`src/rtl/tmr_pkg.sv`:
```
package tmr_pkg;

    typedef enum logic [1:0] {
        PR_WRAP     = 2'd0,
        PR_BOUNCE   = 2'd1,
        PR_WRAP_RC  = 2'd2,
        PR_BOUNCE_RC = 2'd3
    } profile_e;

    typedef enum logic [1:0] {
        ACT_NONE = 2'd0,
        ACT_SET  = 2'd1,
        ACT_CLR  = 2'd2,
        ACT_TGL  = 2'd3
    } act_e;

    typedef enum logic [1:0] {
        EDGE_NONE = 2'd0,
        EDGE_RISE = 2'd1,
        EDGE_FALL = 2'd2,
        EDGE_BOTH = 2'd3
    } edge_e;

    // Per-pin action set; own compare sits in the low bits.
    typedef struct packed {
        act_e sw;
        act_e ev;
        act_e rc;
        act_e cmp;
    } pin_cfg_t;

    typedef struct packed {
        pin_cfg_t   pin_b;
        pin_cfg_t   pin_a;
        profile_e   profile;
        logic       ev_trig;
        logic [1:0] ev_src;
        edge_e      ev_edge;
        logic       dis_on_rc;
        logic       stop_on_rc;
        logic [1:0] gate_sel;
        logic       clk_inv;
        logic [1:0] clk_src;
    } mode_t;

    localparam int MODE_W = $bits(mode_t);

    localparam int CMD_EN  = 0;
    localparam int CMD_DIS = 1;
    localparam int CMD_SW  = 2;

    localparam int ST_OVF = 0;
    localparam int ST_CPA = 2;
    localparam int ST_CPB = 3;
    localparam int ST_CPC = 4;
    localparam int ST_EVT = 7;
    localparam int ST_CLK = 16;
    localparam int ST_PA  = 17;
    localparam int ST_PB  = 18;

    function automatic logic apply_act(input act_e a, input logic cur);
        case (a)
            ACT_SET: return 1'b1;
            ACT_CLR: return 1'b0;
            ACT_TGL: return ~cur;
            default: return cur;
        endcase
    endfunction

endpackage

```
`src/rtl/tmr_sources.sv`:
```
module tmr_sources
    import tmr_pkg::*;
(
    input  logic       clk,
    input  logic       rst,
    input  logic       tclk_in,
    input  logic [2:0] xline,
    input  logic       pin_b_in,
    input  logic [1:0] clk_src,
    input  logic       clk_inv,
    input  logic [1:0] gate_sel,
    input  logic [1:0] ev_src,
    input  edge_e      ev_edge,
    output logic       tick,
    output logic       ev_hit
);
    logic [3:0] ck_now, ck_old, ev_now, ev_old, gate_vec;
    logic       c_n, c_o, e_n, e_o;

    assign ck_now   = {xline, tclk_in};
    assign ev_now   = {xline, pin_b_in};
    assign gate_vec = {xline, 1'b1};

    always_ff @(posedge clk) begin
        if (rst) begin
            ck_old <= '0;
            ev_old <= '0;
        end else begin
            ck_old <= ck_now;
            ev_old <= ev_now;
        end
    end

    assign c_n = ck_now[clk_src];
    assign c_o = ck_old[clk_src];
    assign e_n = ev_now[ev_src];
    assign e_o = ev_old[ev_src];

    assign tick = gate_vec[gate_sel] & (clk_inv ? (c_o & ~c_n) : (~c_o & c_n));

    always_comb begin
        case (ev_edge)
            EDGE_RISE: ev_hit = ~e_o & e_n;
            EDGE_FALL: ev_hit = e_o & ~e_n;
            EDGE_BOTH: ev_hit = e_o ^ e_n;
            default:   ev_hit = 1'b0;
        endcase
    end
endmodule

```
`src/rtl/tmr_count.sv`:
```
module tmr_count
    import tmr_pkg::*;
#(
    parameter int CNT_W = 16
) (
    input  logic             clk,
    input  logic             rst,
    input  logic             tick,
    input  logic             trig,
    input  logic             cmd_en,
    input  logic             cmd_dis,
    input  profile_e         profile,
    input  logic             stop_on_rc,
    input  logic             dis_on_rc,
    input  logic [CNT_W-1:0] ra,
    input  logic [CNT_W-1:0] rb,
    input  logic [CNT_W-1:0] rc,
    output logic [CNT_W-1:0] cnt,
    output logic             clk_on,
    output logic             adv,
    output logic             hit_a,
    output logic             hit_b,
    output logic             hit_c,
    output logic             ovf
);
    localparam logic [CNT_W-1:0] CNT_MAX = '1;

    logic [1:0]       pbits;
    logic             bounce, rc_top;
    logic             up_q, stop_q, nxt_up;
    logic [CNT_W-1:0] nxt;

    assign pbits  = profile;
    assign bounce = pbits[0];
    assign rc_top = pbits[1];
    assign adv    = tick & clk_on & ~stop_q & ~trig;

    always_comb begin
        nxt    = cnt + 1'b1;
        nxt_up = up_q;
        if (up_q) begin
            if (rc_top && cnt == rc) begin
                if (bounce) begin
                    nxt    = (cnt == '0) ? '0 : cnt - 1'b1;
                    nxt_up = 1'b0;
                end else begin
                    nxt = '0;
                end
            end else if (bounce && cnt == CNT_MAX) begin
                nxt    = cnt - 1'b1;
                nxt_up = 1'b0;
            end
        end else if (cnt == '0) begin
            nxt    = (rc_top && rc == '0) ? '0 : CNT_W'(1);
            nxt_up = 1'b1;
        end else begin
            nxt = cnt - 1'b1;
        end
    end

    assign ovf   = adv & up_q & (cnt == CNT_MAX);
    assign hit_a = adv & (nxt == ra);
    assign hit_b = adv & (nxt == rb);
    assign hit_c = adv & (nxt == rc);

    always_ff @(posedge clk) begin
        if (rst) begin
            cnt    <= '0;
            up_q   <= 1'b1;
            stop_q <= 1'b0;
            clk_on <= 1'b0;
        end else begin
            if (cmd_dis || (hit_c && dis_on_rc)) clk_on <= 1'b0;
            else if (cmd_en)                     clk_on <= 1'b1;
            if (trig) begin
                cnt    <= '0;
                up_q   <= 1'b1;
                stop_q <= 1'b0;
            end else if (adv) begin
                cnt  <= nxt;
                up_q <= nxt_up;
                if (hit_c && stop_on_rc) stop_q <= 1'b1;
            end
        end
    end
endmodule

```
`src/rtl/tmr_pin.sv`:
```
module tmr_pin
    import tmr_pkg::*;
(
    input  logic     clk,
    input  logic     rst,
    input  pin_cfg_t cfg,
    input  logic     ev_sw,
    input  logic     ev_ext,
    input  logic     ev_rc,
    input  logic     ev_cmp,
    output logic     pin
);
    act_e act;

    // Later assignments override earlier ones: ascending priority.
    always_comb begin
        act = ACT_NONE;
        if (ev_cmp && cfg.cmp != ACT_NONE) act = cfg.cmp;
        if (ev_rc  && cfg.rc  != ACT_NONE) act = cfg.rc;
        if (ev_ext && cfg.ev  != ACT_NONE) act = cfg.ev;
        if (ev_sw  && cfg.sw  != ACT_NONE) act = cfg.sw;
    end

    always_ff @(posedge clk) begin
        if (rst) pin <= 1'b0;
        else     pin <= apply_act(act, pin);
    end
endmodule

```
`src/rtl/tmr_flags.sv`:
```
module tmr_flags (
    input  logic       clk,
    input  logic       rst,
    input  logic [7:0] new_ev,
    input  logic       rd_clr,
    input  logic       ien,
    input  logic       idis,
    input  logic [7:0] wdata,
    output logic [7:0] flags,
    output logic       irq
);
    logic [7:0] mask_q;

    always_ff @(posedge clk) begin
        if (rst) begin
            flags  <= '0;
            mask_q <= '0;
        end else begin
            flags  <= (rd_clr ? 8'h00 : flags) | new_ev;
            mask_q <= (mask_q | (ien ? wdata : 8'h00)) & ~(idis ? wdata : 8'h00);
        end
    end

    assign irq = |(flags & mask_q);
endmodule

```
`src/rtl/wave_timer.sv`:
```
module wave_timer
    import tmr_pkg::*;
#(
    parameter int CNT_W = 16
) (
    input  logic              clk,
    input  logic              rst,
    input  logic              tclk_in,
    input  logic [2:0]        xline,
    input  logic              pin_b_in,
    input  logic              wr_cmd,
    input  logic              wr_mode,
    input  logic              wr_ra,
    input  logic              wr_rb,
    input  logic              wr_rc,
    input  logic              wr_ien,
    input  logic              wr_idis,
    input  logic [MODE_W-1:0] wr_data,
    input  logic              rd_status,
    output logic              wave_a,
    output logic              wave_b,
    output logic [CNT_W-1:0]  count,
    output logic [31:0]       status,
    output logic              irq
);
    mode_t            mode_q;
    logic [CNT_W-1:0] ra_q, rb_q, rc_q;
    logic             tick, ev_hit, sw_trig, trig;
    logic             clk_on, cnt_adv, hit_a, hit_b, hit_c, ovf;
    logic [7:0]       flags;
    pin_cfg_t         pcfg [2];
    logic [1:0]       own_hit, pin_q;

    always_ff @(posedge clk) begin
        if (rst) begin
            mode_q <= '0;
            ra_q   <= '0;
            rb_q   <= '0;
            rc_q   <= '0;
        end else begin
            if (wr_mode) mode_q <= mode_t'(wr_data);
            if (wr_ra)   ra_q   <= wr_data[CNT_W-1:0];
            if (wr_rb)   rb_q   <= wr_data[CNT_W-1:0];
            if (wr_rc)   rc_q   <= wr_data[CNT_W-1:0];
        end
    end

    assign sw_trig = wr_cmd & wr_data[CMD_SW];
    assign trig    = sw_trig | (ev_hit & mode_q.ev_trig);

    tmr_sources u_src (
        .clk(clk), .rst(rst), .tclk_in(tclk_in), .xline(xline), .pin_b_in(pin_b_in),
        .clk_src(mode_q.clk_src), .clk_inv(mode_q.clk_inv), .gate_sel(mode_q.gate_sel),
        .ev_src(mode_q.ev_src), .ev_edge(mode_q.ev_edge), .tick(tick), .ev_hit(ev_hit)
    );

    tmr_count #(.CNT_W(CNT_W)) u_cnt (
        .clk(clk), .rst(rst), .tick(tick), .trig(trig),
        .cmd_en(wr_cmd & wr_data[CMD_EN]), .cmd_dis(wr_cmd & wr_data[CMD_DIS]),
        .profile(mode_q.profile), .stop_on_rc(mode_q.stop_on_rc), .dis_on_rc(mode_q.dis_on_rc),
        .ra(ra_q), .rb(rb_q), .rc(rc_q), .cnt(count), .clk_on(clk_on), .adv(cnt_adv),
        .hit_a(hit_a), .hit_b(hit_b), .hit_c(hit_c), .ovf(ovf)
    );

    assign pcfg[0] = mode_q.pin_a;
    assign pcfg[1] = mode_q.pin_b;
    assign own_hit = {hit_b, hit_a};

    for (genvar g = 0; g < 2; g++) begin : g_pin
        tmr_pin u_pin (
            .clk(clk), .rst(rst), .cfg(pcfg[g]), .ev_sw(sw_trig), .ev_ext(ev_hit),
            .ev_rc(hit_c), .ev_cmp(own_hit[g]), .pin(pin_q[g])
        );
    end

    tmr_flags u_flg (
        .clk(clk), .rst(rst),
        .new_ev({ev_hit, 2'b00, hit_c, hit_b, hit_a, 1'b0, ovf}),
        .rd_clr(rd_status), .ien(wr_ien), .idis(wr_idis), .wdata(wr_data[7:0]),
        .flags(flags), .irq(irq)
    );

    assign wave_a = pin_q[0];
    assign wave_b = pin_q[1];
    assign status = {13'b0, pin_q[1], pin_q[0], clk_on, 8'b0, flags};
endmodule

```
`config.mk`:
```
export PLATFORM = sky130hd
export DESIGN_NAME = wave_timer
export DESIGN_NICKNAME = d
export VERILOG_FILES = /design/src/rtl/tmr_pkg.sv /design/src/rtl/tmr_sources.sv /design/src/rtl/tmr_count.sv /design/src/rtl/tmr_pin.sv /design/src/rtl/tmr_flags.sv /design/src/rtl/wave_timer.sv
export SDC_FILE = /design/constraint.sdc
export NUM_CORES = 1
export LEC_CHECK = 0
export ABC_AREA = 0
export BUFFER_PORTS_ARGS = -buffer_cell sky130_fd_sc_hd__buf_4
export CAP_MARGIN = 20
export CORE_ASPECT_RATIO = 0.8
export CORE_MARGIN = 4
export CORE_UTILIZATION = 30
export DETAILED_ROUTE_END_ITERATION = 10
export GPL_TIMING_DRIVEN = 0
export HOLD_SLACK_MARGIN = 0.1
export PLACE_DENSITY = 0.44
export SLEW_MARGIN = 0
export SYNTH_ARGS = -nofsm -noshare
export SYNTH_HDL_FRONTEND = slang
export SYNTH_SLANG_ARGS = --single-unit
```
`constraint.sdc`:
```
create_clock -name clk -period 5.8 [get_ports clk]
set_input_delay 1.74 -clock clk [delete_from_list [all_inputs] [get_ports clk]]
set_output_delay 1.74 -clock clk [all_outputs]
set_load 0.01 [all_outputs]
```
* After elaboration in Yosys (flattened, before gate mapping)
Cells that the tools add are included.
Storage, ports and cells: bits in registers 123, word-level logic and storage cells 148, input port bits 45
Cells by class: bitwise operators 32, reduce and logical (&&, ||, !) cells 30, add/subtract/negate cells 2, magnitude comparators 3, eq/ne operators 14, muxes and demuxes 37
Operators by type and width (number):
- $mux 16 | 6
- $eq 16x16->1 | 4
- $logic_not 16->1 | 2
- $mux 8 | 3
- $and 1x1->1 | 17
- $add 16x1->16 const B | 1
- $and 8x8->8 | 2
- $eq 16x16->1 const B | 1
- $mux 2 | 8
- $or 8x8->8 | 2
- $reduce_bool 2->1 | 8
- $sub 16x1->16 const B | 1
- $logic_and 1x1->1 | 13
- $eq 2x2->1 const B | 6
- $mux 1 | 12
- $bmux 1 s2 | 5
- $lt 2x3->1 const B | 3
- $pmux 1 s3 | 3
- $not 1->1 | 8
- $not 8->8 | 1
- $reduce_or 8->1 | 1
- $eq 2x1->1 const B | 3
- $reduce_bool 3->1 | 2
- $reduce_or 2->1 | 2
- other kinds (4) | 4

* Depth between registers and ports, before layout
word-level depth 17, mapped depth 16

* Cells and area by module
From an unflattened synthesis, not the netlist that was laid out.
Second synthesis, totals: cell total of the unflattened synthesis 805, area, all modules 7194.4 µm²
By module, submodules not included:
- wave_timer | times used 1, area each 3054.2 µm², cells an instance 282
- tmr_count | times used 1, area each 2996.6 µm², cells an instance 405
- tmr_flags | times used 1, area each 625.6 µm², cells an instance 65
- tmr_sources | times used 1, area each 327.8 µm², cells an instance 29
- tmr_pin | times used 2, area each 95.1 µm², cells an instance 12

* Worst setup path before layout
OpenSTA, ideal clock, no wires.
path kind input-to-reg, start point input port xline[2], end point register g_pin[1].u_pin.pin, stages 13, setup time 0.127 ns, data required time 5.673 ns, setup slack 0.481 ns, arrival time 5.192 ns, cell sequence mux4_2 -> ha_1 -> nor2b_1 -> o21ai_0 -> o21ai_1 -> a2111oi_1 -> o221a_2 -> o21a_1 -> nand4_1 -> or4_4 -> nor4_4 -> nor4bb_1 -> a211oi_1
Between the ends: word-level cells in the longest chain between the ends 17, elaborated cells between the ends (all ways) 36, classes of those cells eq/ne (3); mux (13); bitwise (16); reduce/logical (4)
Ends and longest elaborated chain:
- from (decl) | RTL line wave_timer.sv:9 | input logic [2:0] xline,
- $bmux 1 s2, on equally long branches | RTL line tmr_sources.sv:36, tmr_sources.sv:34
- $mux 1, on equally long branches | RTL line tmr_sources.sv:36, tmr_sources.sv:34
- $not 1->1, on equally long branches | RTL line tmr_sources.sv:44, tmr_sources.sv:39
- $and 1x1->1, on equally long branches | RTL line tmr_sources.sv:44, tmr_sources.sv:39
- $pmux 1 s3 / $mux 1 (equally long branches) | RTL line tmr_sources.sv:42, tmr_sources.sv:39
- $and 1x1->1, on equally long branches | RTL line wave_timer.sv:49, tmr_sources.sv:39
- $or 1x1->1 / $and 1x1->1 (equally long branches) | RTL line wave_timer.sv:49, tmr_count.sv:36
- $not 1->1 / $and 1x1->1 (equally long branches) | RTL line tmr_count.sv:36 | assign adv = tick & clk_on & ~stop_q & ~trig;
- $and 1x1->1 | RTL line tmr_count.sv:36
- $and 1x1->1 | RTL line tmr_count.sv:63 | assign hit_b = adv & (nxt == rb);
- $logic_and 1x1->1 | RTL line tmr_pin.sv:18 | if (ev_cmp && cfg.cmp != ACT_NONE) act = cfg.cmp;
- $mux 2 | RTL line tmr_pin.sv:18
- $mux 2 | RTL line tmr_pin.sv:19 | if (ev_rc && cfg.rc != ACT_NONE) act = cfg.rc;
- $mux 2 (*) | RTL line tmr_pin.sv:20 | if (ev_ext && cfg.ev != ACT_NONE) act = cfg.ev;
- $mux 2 (*) | RTL line tmr_pin.sv:21 | if (ev_sw && cfg.sw != ACT_NONE) act = cfg.sw;
- $eq 2x2->1 / $eq 2x1->1 (equally long branches) | RTL line tmr_pkg.sv:62 | case (a)
- $pmux 1 s3 / $reduce_bool 3->1 (equally long branches)
- to (signal assigned) | RTL line tmr_pin.sv:26 | else pin <= apply_act(act, pin);
- to (decl) | RTL line tmr_pin.sv:11 | output logic pin
Every way passes the cells marked *; elsewhere a longest branch is shown, timed or not. The select of a mux whose other input is x is not followed. A chain may end at the register's enable or synchronous reset.

* Final worst setup path
Ends and elaborated chain as after synthesis.

==> metrics.txt <==
maxcap violations 0; sequential fraction of the synthesis area 30.12%; Period minus WS final 5.501 ns; most common cell after layout, fill and taps aside nor2_1; total number of yosys warnings 0; ys flop type dfxtp_1; power density cells 256.8 nW/µm²; # DRC 0; Slew Limit Fails 0; most frequent cells in the layout nor2_1 (128), dfxtp_1 (114), buf_4 (96); RSZ-0062 raised after global routing false; Critical Path Fanout Max 7; Initial DRC Count between 800 and 900; grt ovf 0; crit-path cells buf_4 > mux4_2 > ha_1 > nor2b_1 > o21ai_0 > o21ai_1 > a2111oi_2 > buf_2 > o221a_2 > o21a_1 > nand4_1 > or4_4 > nor4_4 > nor4bb_1 > a211oi_1; port buffer count 66; Area Overhead vs Synth 21.45%; crit end category flop; Core ar. 24570 µm²; DR top layer met4; Cell variety after synth 83; Met2 Routed Length 13.01 mm; Final ANT Viol Nets 0; Peak Freq 181.8 MHz; Worst-path clk slew 0.06 ns; hold buffers post-CTS 0; Pre-Repair DR Iteration Count 5; worst hold path type flop to flop; dpl cell area 8573 µm²; initial core utilization 30.84%; H-Tree Level Count 4; CTS tree done; DIE WIDTH 185.7 µm; layout cells sized above 1 approximately 16%; final setup margin 0.2989 ns; Rel. slew slack roughly a fifth; Period Utilization, post-route 94.85%; Synth top area share roughly 30%; vias 7848; global-route wire length before repair around 49 mm; final setup vio count 0; worst path required time roughly 6 ns; crit-path leading delay family simple AND/OR/NAND/NOR gates; Inserted Diodes 0; met1 WL 16.16 mm; DIE AREA 27880 µm²; Worst-Margin Slew 1.172 ns; number of flops mapped to enable cells by yosys 0; Mapped Cells 936; vias in the first global route 7306; Max Buffers Root-to-Sink 2; Static Leak around 3.7 nW; root buf cell clkbuf_16; type of origin of the critical path input pin; Site Rows 51; Die H 150.1 µm; Sinks on Clock Net between 100 and 150; hpwl dp roughly 26 mm; final instance area 9201 µm²; final hold violation count 0; CP max stage delay 0.54 ns; clock latency on the worst-skew pair 0.42 ns; Avg Synthesized Cell Area 8.094 µm²; via/cell ratio 5.699; Post-Synthesis Cell Area 7576 µm²; post-synth top area cell dfxtp_1; Tot GR Track Use 23.64%; I/O pin total 96; initial antenna violation count 0; nets 1095; pre-CTS WS -0.1339 ns; async set or reset register ratio after synthesis 0%; Yosys reg bits about 110; clock skew 0.01024 ns; CP bufs+invs 2; status complete, no violations; drt total wl 33.33 mm; CP Class input pin to flop; largest net degree at the start of global routing 17; TritonCTS Buffers 17; Synth area leaders dfxtp_1 (30%), mux2i_1 (12%), nor2_1 (6.3%); Crit-path slowest cell or4_4; total power 2.363 mW; RePlAce Congestion 1.016; Arrival @ worst endpoint 5.80 ns; worst IR drop on VDD about 200 µV; metal3 WL 3.259 mm; WL per Instance 24.21 µm
registers in the layout, indices dropped and copies added, names as in the netlist:
register         count
g_pin.u_pin.pin      2
u_src.ck_old         4
u_cnt.clk_on         1
u_flg.mask_q         5
u_flg.flags          5
u_cnt.stop_q         1
u_cnt.up_q           1
u_src.ev_old         1
ra_q                16
u_cnt.cnt           16
rc_q                16
mode_q              30
rb_q                16
worst paths after layout:
path / start / endpoint / slack (ns) / cells past startpoint
min reg2reg: mode_q[6] / u_cnt.clk_on / 0.43 / 1
max: xline[2] / g_pin[1].u_pin.pin / 0.30 / 15
min: mode_q[6] / u_cnt.clk_on / 0.43 / 1
max reg2reg: u_cnt.cnt[0] / g_pin[0].u_pin.pin / 0.32 / 15
through the flow:
| step | setup TNS (ns) | hold slack (ns) | utilization [%] | instances |
|---|---|---|---|---|
| global placement | -15.57 | 0.4220 | 34.83 | 1343 |
| global route | 0 | 0.4429 | 37.45 | 1377 |
| finish | 0 | 0.4295 | 37.45 | 1377 |
| detailed placement | -0.1339 | 0.4214 | 34.90 | 1345 |
| CTS | 0 | 0.4283 | 37.42 | 1377 |
| floorplan | 0 | 0.4021 | - | 959 |
timing repair:
action                                  CTS  global route
buffers inserted                          0             0
resized for setup                         1             1
pin swaps                                 0             1
endpoints found under the setup margin    1             1
cloned                                    0             0
where the power goes:
group | total, mW | leakage (nW) | switching (mW) | internal [mW]
clock | 1.12 | 0.299 | 0.405 | 0.710
combinational | 0.379 | 2.49 | 0.232 | 0.146
sequential | 0.869 | 0.937 | 0.0463 | 0.823
total | 2.36 | 3.73 | 0.683 | 1.68
per-layer routing:
| metal | GRT usage (%) | vias to the layer above |
|---|---|---|
| met5 | 0 | - |
| met4 | 7.174 | 0 |
| met3 | 7.029 | 63 |
| met2 | 31.72 | 392 |
| met1 | 35.85 | 3747 |
| li1 | - | 3646 |
area by class of cell:
cell class,instances,area [µm²]
plain buffers,95,485.5
well taps,318,397.9
inverters,22,82.58
flip-flops and latches,114,2282
repair buffers,68,508.0
clock buffers,20,466.7
fillers,2577,15370
multi-input cells,728,4825
clock inverters,12,153.9
kinds of logic after synthesis:
logic type	after synthesis	share of synthesized area, %
AO/OA/AOI/OAI	215	20.43
AND/OR/NAND/NOR	347	23.32
multiplexers	96	13.06
adder cells (fa/ha/maj)	4	0.6606
XOR/XNOR	42	4.856
buffers and inverters	117	7.498
flip-flops	114	30.12
other	1	0.04950
synth_stat cells (8+ instances only):
| cell | count |
|---|---|
| a211oi_1 | 18 |
| a21oi_1 | 37 |
| a31oi_1 | 13 |
| buf_1 | 8 |
| buf_2 | 16 |
| buf_4 | 29 |
| clkbuf_1 | 42 |
| dfxtp_1 | 114 |
| inv_1 | 22 |
| mux2i_1 | 91 |
| nand2_1 | 50 |
| nand2b_1 | 11 |
| nand3_1 | 26 |
| nand4_1 | 20 |
| nor2_1 | 128 |
| nor2b_1 | 15 |
| nor3_1 | 24 |
| nor4_1 | 17 |
| o2111ai_1 | 12 |
| o211ai_1 | 10 |
| o21ai_0 | 22 |
| o22ai_1 | 17 |
| or4_1 | 9 |
| xnor2_1 | 27 |
| xor2_1 | 15 |
Note: power is estimated with default switching activity, not from simulation.
